**config.mk**
```make
export PLATFORM = sky130hd
export DESIGN_NAME = gpio_irq_ctrl
export DESIGN_NICKNAME = d
export VERILOG_FILES = /design/src/rtl/gpio_irq_pkg.sv /design/src/rtl/gpio_sync.sv /design/src/rtl/gpio_evt_det.sv /design/src/rtl/gpio_irq_ctrl.sv
export SDC_FILE = /design/constraint.sdc
export NUM_CORES = 1
export LEC_CHECK = 0
export BUFFER_PORTS_ARGS = -buffer_cell sky130_fd_sc_hd__buf_2
export CORE_MARGIN = 2
export CORE_UTILIZATION = 25
export CTS_BUF_LIST = sky130_fd_sc_hd__clkbuf_8 sky130_fd_sc_hd__clkbuf_16
export DETAILED_ROUTE_END_ITERATION = 16
export SKIP_CTS_REPAIR_TIMING = 1
export SYNTH_ARGS = -nofsm -noshare
export SYNTH_HDL_FRONTEND = slang
export SYNTH_SLANG_ARGS = --single-unit
```
**constraint.sdc**
```tcl
create_clock -name clk_i -period 1.9 [get_ports clk_i]
set_clock_uncertainty 0.1 [all_clocks]
set_input_delay 0.19 -clock clk_i [delete_from_list [all_inputs] [get_ports clk_i]]
set_output_delay 0.19 -clock clk_i [all_outputs]
set_load 0.1 [all_outputs]
```
**src/rtl/gpio_irq_pkg.sv**
```systemverilog
package gpio_irq_pkg;
  typedef enum logic [2:0] {
    MD_FALL = 3'd0,
    MD_RISE = 3'd1,
    MD_LOW  = 3'd2,
    MD_HIGH = 3'd3,
    MD_BOTH = 3'd4
  } det_mode_e;

  localparam logic [3:0] OFS_IEN  = 4'h0;
  localparam logic [3:0] OFS_PEND = 4'h1;
  localparam logic [3:0] OFS_RAW  = 4'h2;
  localparam logic [3:0] OFS_CLR  = 4'h3;
  localparam logic [3:0] OFS_MSET = 4'h4;
  localparam logic [3:0] OFS_MCLR = 4'h5;
  localparam logic [3:0] OFS_OUT  = 4'h6;
  localparam logic [3:0] OFS_IN   = 4'h7;
  localparam logic [3:0] OFS_DIR  = 4'h8;
  localparam logic [3:0] OFS_MD0  = 4'h9;
  localparam logic [3:0] OFS_MD1  = 4'hA;
  localparam logic [3:0] OFS_SEL  = 4'hE;
  localparam logic [3:0] OFS_SRST = 4'hF;
endpackage

```
**src/rtl/gpio_sync.sv**
```systemverilog
module gpio_sync #(
  parameter int W = 12
) (
  input  logic         clk_i,
  input  logic         rst_ni,
  input  logic [W-1:0] d_i,
  output logic [W-1:0] cur_o,
  output logic [W-1:0] prev_o
);
  logic [W-1:0] s1_q, s2_q, s3_q;

  always_ff @(posedge clk_i or negedge rst_ni) begin
    if (!rst_ni) begin
      s1_q <= '0;
      s2_q <= '0;
      s3_q <= '0;
    end else begin
      s1_q <= d_i;
      s2_q <= s1_q;
      s3_q <= s2_q;
    end
  end

  assign cur_o  = s2_q;
  assign prev_o = s3_q;
endmodule

```
**src/rtl/gpio_evt_det.sv**
```systemverilog
module gpio_evt_det
  import gpio_irq_pkg::*;
(
  input  logic [2:0] mode_i,
  input  logic       en_i,
  input  logic       cur_i,
  input  logic       prev_i,
  output logic       hit_o
);
  logic raw;

  always_comb begin
    case (mode_i)
      MD_FALL: raw = prev_i & ~cur_i;
      MD_RISE: raw = ~prev_i & cur_i;
      MD_LOW:  raw = ~cur_i;
      MD_HIGH: raw = cur_i;
      MD_BOTH: raw = prev_i ^ cur_i;
      default: raw = 1'b0;
    endcase
  end

  assign hit_o = en_i & raw;
endmodule

```
**src/rtl/gpio_irq_ctrl.sv**
```systemverilog
module gpio_irq_ctrl
  import gpio_irq_pkg::*;
#(
  parameter int NPINS = 12
) (
  input  logic             clk_i,
  input  logic             rst_ni,
  input  logic [3:0]       addr_i,
  input  logic             we_i,
  input  logic [31:0]      wdata_i,
  output logic [31:0]      rdata_o,
  input  logic [NPINS-1:0] pin_i,
  output logic [NPINS-1:0] pin_o,
  output logic [NPINS-1:0] pin_oe_o,
  output logic             irq_o
);
  localparam logic [NPINS-1:0] ALL_ONES = '1;
  localparam int PAD = 32 - NPINS;

  logic [NPINS-1:0] ien_q, mask_q, out_q, dir_q, sel_q, stat_q;
  logic             srst_q;
  logic [2:0]       mode_q [NPINS];
  logic [NPINS-1:0] cur, prev, hit;
  logic [NPINS-1:0] wbits;
  logic             wr_ok;
  logic [31:0]      md_rd [2];

  assign wbits = wdata_i[NPINS-1:0];
  assign wr_ok = we_i & ~srst_q;

  gpio_sync #(.W(NPINS)) sync_i (
    .clk_i(clk_i), .rst_ni(rst_ni), .d_i(pin_i), .cur_o(cur), .prev_o(prev)
  );

  for (genvar k = 0; k < NPINS; k++) begin : g_pin
    localparam int MSEL = k / 8;
    localparam int LO   = 4 * (k % 8);
    localparam logic [3:0] MOFS = (MSEL == 0) ? OFS_MD0 : OFS_MD1;

    always_ff @(posedge clk_i or negedge rst_ni) begin
      if (!rst_ni)                          mode_q[k] <= '0;
      else if (srst_q)                      mode_q[k] <= '0;
      else if (wr_ok && addr_i == MOFS)     mode_q[k] <= wdata_i[LO +: 3];
    end

    gpio_evt_det det_i (
      .mode_i(mode_q[k]), .en_i(ien_q[k]), .cur_i(cur[k]),
      .prev_i(prev[k]), .hit_o(hit[k])
    );
  end

  always_ff @(posedge clk_i or negedge rst_ni) begin
    if (!rst_ni) begin
      ien_q <= '0; mask_q <= ALL_ONES; out_q <= '0;
      dir_q <= '0; sel_q <= '0; stat_q <= '0; srst_q <= 1'b0;
    end else begin
      if (we_i && addr_i == OFS_SRST) srst_q <= wdata_i[0];
      if (srst_q) begin
        ien_q <= '0; mask_q <= ALL_ONES; out_q <= '0;
        dir_q <= '0; sel_q <= '0; stat_q <= '0;
      end else begin
        if (wr_ok && addr_i == OFS_IEN)  ien_q  <= wbits;
        if (wr_ok && addr_i == OFS_OUT)  out_q  <= wbits;
        if (wr_ok && addr_i == OFS_DIR)  dir_q  <= wbits;
        if (wr_ok && addr_i == OFS_SEL)  sel_q  <= wbits;
        if (wr_ok && addr_i == OFS_MSET) mask_q <= mask_q | wbits;
        if (wr_ok && addr_i == OFS_MCLR) mask_q <= mask_q & ~wbits;
        // set wins over clear: a live condition re-latches
        if (wr_ok && addr_i == OFS_CLR) stat_q <= (stat_q & ~wbits) | hit;
        else                             stat_q <= stat_q | hit;
      end
    end
  end

  always_comb begin
    md_rd[0] = '0;
    md_rd[1] = '0;
    for (int k = 0; k < NPINS; k++) md_rd[k / 8][4 * (k % 8) +: 3] = mode_q[k];
  end

  always_comb begin
    case (addr_i)
      OFS_IEN:            rdata_o = {{PAD{1'b0}}, ien_q};
      OFS_PEND:           rdata_o = {{PAD{1'b0}}, stat_q & ~mask_q};
      OFS_RAW:            rdata_o = {{PAD{1'b0}}, stat_q};
      OFS_MSET, OFS_MCLR: rdata_o = {{PAD{1'b0}}, mask_q};
      OFS_OUT:            rdata_o = {{PAD{1'b0}}, out_q};
      OFS_IN:             rdata_o = {{PAD{1'b0}}, cur};
      OFS_DIR:            rdata_o = {{PAD{1'b0}}, dir_q};
      OFS_MD0:            rdata_o = md_rd[0];
      OFS_MD1:            rdata_o = md_rd[1];
      OFS_SEL:            rdata_o = {{PAD{1'b0}}, sel_q};
      OFS_SRST:           rdata_o = {31'd0, srst_q};
      default:            rdata_o = '0;
    endcase
  end

  assign pin_o    = out_q;
  assign pin_oe_o = dir_q;
  assign irq_o    = |(stat_q & ~mask_q);
endmodule

```
; After elaboration in Yosys (flattened, before gate mapping)
; Cells that the tools add are included.
[totals]
regBits = 145
input_bits = 51
out_inout_bits = 57
[op_classes]
eq_ne = 60
mux = 50
bitwise_logic = 82
n_reduce_logical = 32
[ops]
columns = operator, n
row1 = $pmux W31 S11, 1
row2 = $mux W12, 13
row3 = $eq A3 B2 Y1 const B, 24
row4 = $mux W3, 24
row5 = $pmux W1 S5, 12
row6 = $and A1 B1 Y1, 37
row7 = $and A12 B12 Y12, 3
row8 = $eq A3 B1 Y1 const B, 12
row9 = $eq A3 B3 Y1 const B, 12
row10 = $logic_not A3 Y1, 12
row11 = $or A12 B12 Y12, 3
row12 = $not A1 Y1, 25
row13 = $not A12 Y12, 2
row14 = $eq A4 B4 Y1 const B, 5
row15 = $eq A4 B3 Y1 const B, 4
row16 = $reduce_bool A2 Y1, 6
row17 = $reduce_or A12 Y1, 1
row18 = $xor A1 B1 Y1, 12
row19 = $logic_and A1 B1 Y1, 10
row20 = $eq A4 B2 Y1 const B, 2
row21 = $eq A4 B1 Y1 const B, 1
row22 = $logic_not A4 Y1, 1
row23 = $reduce_bool A3 Y1, 1
row24 = $reduce_or A2 Y1, 1

; Depth between registers and ports, before layout
[depth]
ltp_word = 7
ltp_mapped = 8

; Modules after synthesis
; Synthesis repeated with hierarchy kept, for this count alone.
[hier_totals]
hier_cells = 768
area_unflattened_um2 = 7742.4
[modules_own_cells]
columns = module, instances, cells_per_inst, area_per_inst_um2, seq_area_each_um2
row1 = gpio_irq_ctrl, 1, 612, 5865.6, 2742.6
row2 = gpio_evt_det, 12, 10, 81.3, 0.0
row3 = gpio_sync, 1, 36, 900.9, 900.9

; Worst setup path after synthesis
; No wires, ideal clock.
[synth_path]
kind = input to output
startpoint = input port addr_i[1]
endpoint = output port rdata_o[1]
arrival_time_ns = 4.344
setup_slack_ns = -2.734
path_stages = 5
n_path_buf = 4
path_cell_list = buf_4 > buf_2 > buf_2 > buf_2 > o311ai_0
[synth_between]
elab_chain_len = 3
word_cells_on_any_way = 14
classes_between = eq/ne (11) / mux (1) / reduce/logical (2)
[synth_rtl]
columns = item, line
row1 = start: declaration, gpio_irq_ctrl.sv:8  ; input logic [3:0] addr_i,
row2 = $eq A4 B3 Y1, gpio_irq_ctrl.sv:82  ; case (addr_i)
row3 = $reduce_or A2 Y1, gpio_irq_ctrl.sv:82
row4 = $pmux W31 S11 (*), gpio_irq_ctrl.sv:82
row5 = end: declaration, gpio_irq_ctrl.sv:11  ; output logic [31:0] rdata_o,
; Mark *: on every way between the ends. The rest lies on a longest branch, timed or not.

; Worst setup path after layout
[layout_path]
startpoint = register stat_q[11]
endpoint = output port rdata_o[11]
[layout_between]
elab_chain_len = 2
[layout_rtl]
columns = item, line
row1 = start: declaration, gpio_irq_ctrl.sv:20  ; logic [NPINS-1:0] ien_q, mask_q, out_q, dir_q, sel_q, stat_q;
row2 = start signal: assignment, gpio_irq_ctrl.sv:69  ; if (wr_ok && addr_i == OFS_CLR) stat_q <= (stat_q & ~wbits) | hit;
row3 = start signal: assignment, gpio_irq_ctrl.sv:70  ; else stat_q <= stat_q | hit;
row4 = $and A12 B12 Y12, gpio_irq_ctrl.sv:84  ; OFS_PEND: rdata_o = {{PAD{1'b0}}, stat_q & ~mask_q};
row5 = $pmux W31 S11 (*), gpio_irq_ctrl.sv:82
; Marks and branches as above.

==> flow_metrics.tcl <==
set metrics [dict create \
    die-width_um 182 \
    layout_common_cells "109 x dfrtp_1, 99 x buf_4, 68 x nand2_1, 66 x buf_2, 64 x nand2b_1" \
    clock_sinks 145 \
    switchingPower_mw 3.17 \
    grt_start_max_net_pins 40 \
    avgSynthCellArea_um2 9.61 \
    period_needed_ns 2.31 \
    grt_pass1_vias 6956 \
    grt_setup_unrepaired "true" \
    antenna_left 0 \
    slew_viol_final 0 \
    row_count 65 \
    path_buf_inv 2 \
    synthXorXnorAreaFrac_pct 0.884 \
    ys.flop_type "dfrtp_1" \
    diodes 0 \
    nets 1089 \
    required_ns 1.61 \
    htree_levels 4 \
    clkPwrFrac_pct 36.9 \
    fill_cells 3179 \
    synth_compound_area_share_pct 14.2 \
    core-area_um2 31400 \
    max_freq_ghz 0.433 \
    status "finished, violations left" \
    dp_slack_ns -0.238 \
    routed_wl_um 27200 \
    syn-instance-count 824 \
    share_comb_of_total_power_pct 23.9 \
    cp_top_family "compound AO/OA/AOI/OAI gates" \
    hold_viol 0 \
    start_util_pct 25.2 \
    hpwl_um 20500 \
    synth-simple-area-share_pct 22.3 \
    yosysWarnings 0 \
    die_h_um 182 \
    synth_top_area_share_pct 42.0 \
    ys_types 63 \
    place.gp.congestion 0.931 \
    multi_input_area_um2 4120 \
    synthAdderAreaFrac_pct 3.79 \
    grt_pass1_wl_um 42100 \
    arrival_ns 2.02 \
    peakVddDrop_uv 555 \
    dp.cells 1364 \
    slowest_delay_ns 0.40 \
    viasPerCell 4.92 \
    dr_total_vias 7024 \
    synth_top_area_cell "dfrtp_1" \
    synth.cell_area_um2 7920 \
    setup_violations 13 \
    slowest_stage "dfrtp_1" \
    cts.path.max_buffers 2 \
    r2r_setup_slack_ns 0.13 \
    die_area_um2 33100 \
    crit_type "register to output pin" \
    crit_path_max_fanout 2 \
    clock_latency_ns 0.43 \
    area_delta_synth_final_pct 40.3 \
    swShare_pct 34.5 \
    ys_ff_latch 145 \
    path_cells "buf_6, mux2_4, a222oi_1, o311ai_4, buf_12" \
    synth_top_family_by_area "simple AND/OR/NAND/NOR gates" \
    ys_seq_area_share_pct 46.0 \
    stdcell_count 1429 \
    synth_edf_count 0 \
    synthMuxAreaShare_pct 6.73 \
    drt-initial-drc-count 453 \
    fin_crit_sh_pct 122 \
    mostFrequentLayoutCell "dfrtp_1" \
    first_pass_iters 5 \
    cts.clk_slew.worst_paths_ns 0.07 \
    power_frac_seq_pct 39.3 \
    cts_buffers 17 \
    violations "setup timing" \
    io_pins 108 \
    wire_per_inst_um 19.1 \
    synth.area.top_cells "dfrtp_1 42%, mux2i_1 5.3%, nand2b_1 5.1%" \
    gr-total-overflow 0 \
    critPathCaptureType "output pin" \
    layout-drive-gt1-share_pct 32.9 \
    cp-start-kind "register" \
    grt_antenna_before_repair 0 \
    min_path_type "input port to register" \
    synthArstFlopShare_pct 100 \
    final.setup.worst_slack_ns -0.409 \
    power.leakage_nw 5.03 \
    cts_tree "built" \
    port_buffers 97 \
    grt_usage_pct 16.8 \
    max-cap-violations 0 \
    drcViolationCount 0 \
    regArea_um2 3690 \
    power.density_nw_per_um2 826 \
    root_buffer "clkbuf_16" \
    intPower_mw 6.02 \
]
-- flip-flops by register name, indices dropped and copies added (netlist names), 12 cells and up --
register	count
sync_i.cur_o	12
stat_q	12
sync_i.s1_q	12
pin_o	12
mask_q	12
md_rd	36
ien_q	12
sync_i.prev_o	12
pin_oe_o	12
sel_q	12
-- Yosys cell counts, types with 3 or more instances --
library cell	count
nor3b_1	3
a211oi_1	11
dfstp_2	12
o32ai_1	4
or4_1	3
o221ai_1	3
ha_1	24
a211o_1	12
inv_1	33
a21oi_1	39
dfrtp_1	133
nand3_1	31
buf_2	20
a311o_1	3
mux2_2	7
a32oi_1	10
a2111oi_0	13
xor2_1	8
and2_1	15
nor2b_1	25
nor4_1	11
mux2i_1	42
or3_1	12
nor2_1	60
and3_1	7
o22ai_1	5
buf_4	16
clkbuf_1	26
nand2_1	70
nor3_1	12
o21ai_0	30
a22oi_1	16
o21ai_1	3
o21bai_1	4
buf_6	3
nand2b_1	65
-- metal layers --
metal / global-route usage [%] / share of wire (%) / wire length (um) / vias up
li1: - / - / - / 3281
met1: 21.9 / 44 / 12000 / 3528
met2: 27.9 / 49 / 13500 / 182
met3: 3.13 / 4.3 / 1180 / 33
met4: 5.55 / 2.3 / 618 / 0
met5: 0 / 0 / 0 / -
-- final timing paths --
check	cells past startpoint	from	endpoint
max	5	stat_q[11]	rdata_o[11]
min	3	wdata_i[2]	md_rd[34]
max reg2reg	4	srst_q	stat_q[11]
min reg2reg	0	sync_i.s1_q[10]	sync_i.cur_o[10]
max in group asynchronous	3	rst_ni	mask_q[2]
min in group asynchronous	2	rst_ni	sync_i.s1_q[9]
-- stage by stage --
| step | hold slack (ns) | total power, mW | util (%) | area (um^2) | TNS (ns) |
|---|---|---|---|---|---|
| after floorplan | -0.206 | 4.92 | - | 8200 | -0.787 |
| after global placement | 0.0348 | 5.73 | 32.0 | 10000 | -2.62 |
| after detailed placement | 0.0345 | 5.75 | 32.0 | 10000 | -3.41 |
| after CTS | -0.422 | 9.15 | 33.9 | 10600 | -4.84 |
| after global routing | 0.00928 | 9.58 | 35.4 | 11100 | -4.51 |
| final | 0.00468 | 9.19 | 35.4 | 11100 | -3.47 |
-- worst reg2reg max path: stages (launching register included) --
cell and delay, ns:
dfrtp_4 0.56, nor4_2 0.33, buf_4 0.25, a21oi_1 0.10
or3_1 0.30
-- cell type report --
type                            instances  area share (%)
Clock buffer                           18            3.95
Clock inverter                         14            1.31
Inverter                               33            1.11
Multi-Input combinational cell        584            37.1
Sequential cell                       145            33.2
Tap cell                              402            4.52
Timing Repair Buffer                  233            18.8
-- logic make-up after synthesis --
kind of cell	after synthesis
DFF	145
adders and majority gates	24
AOI/OAI and AO/OA	165
buffers and inverters	99
muxes	51
and+or+nand+nor	331
other	1
xor gates and xnor gates	8
-- power by group through the flow --
stage	clock network (mW)	logic (mW)	registers, mW
after global routing	3.60	2.34	3.63
after global placement	0	2.08	3.65
after CTS	3.45	2.10	3.60
after floorplan	0	1.07	3.86
after detailed placement	0	2.09	3.66
final	3.39	2.19	3.61
Note: power is estimated with default switching activity, not from simulation.
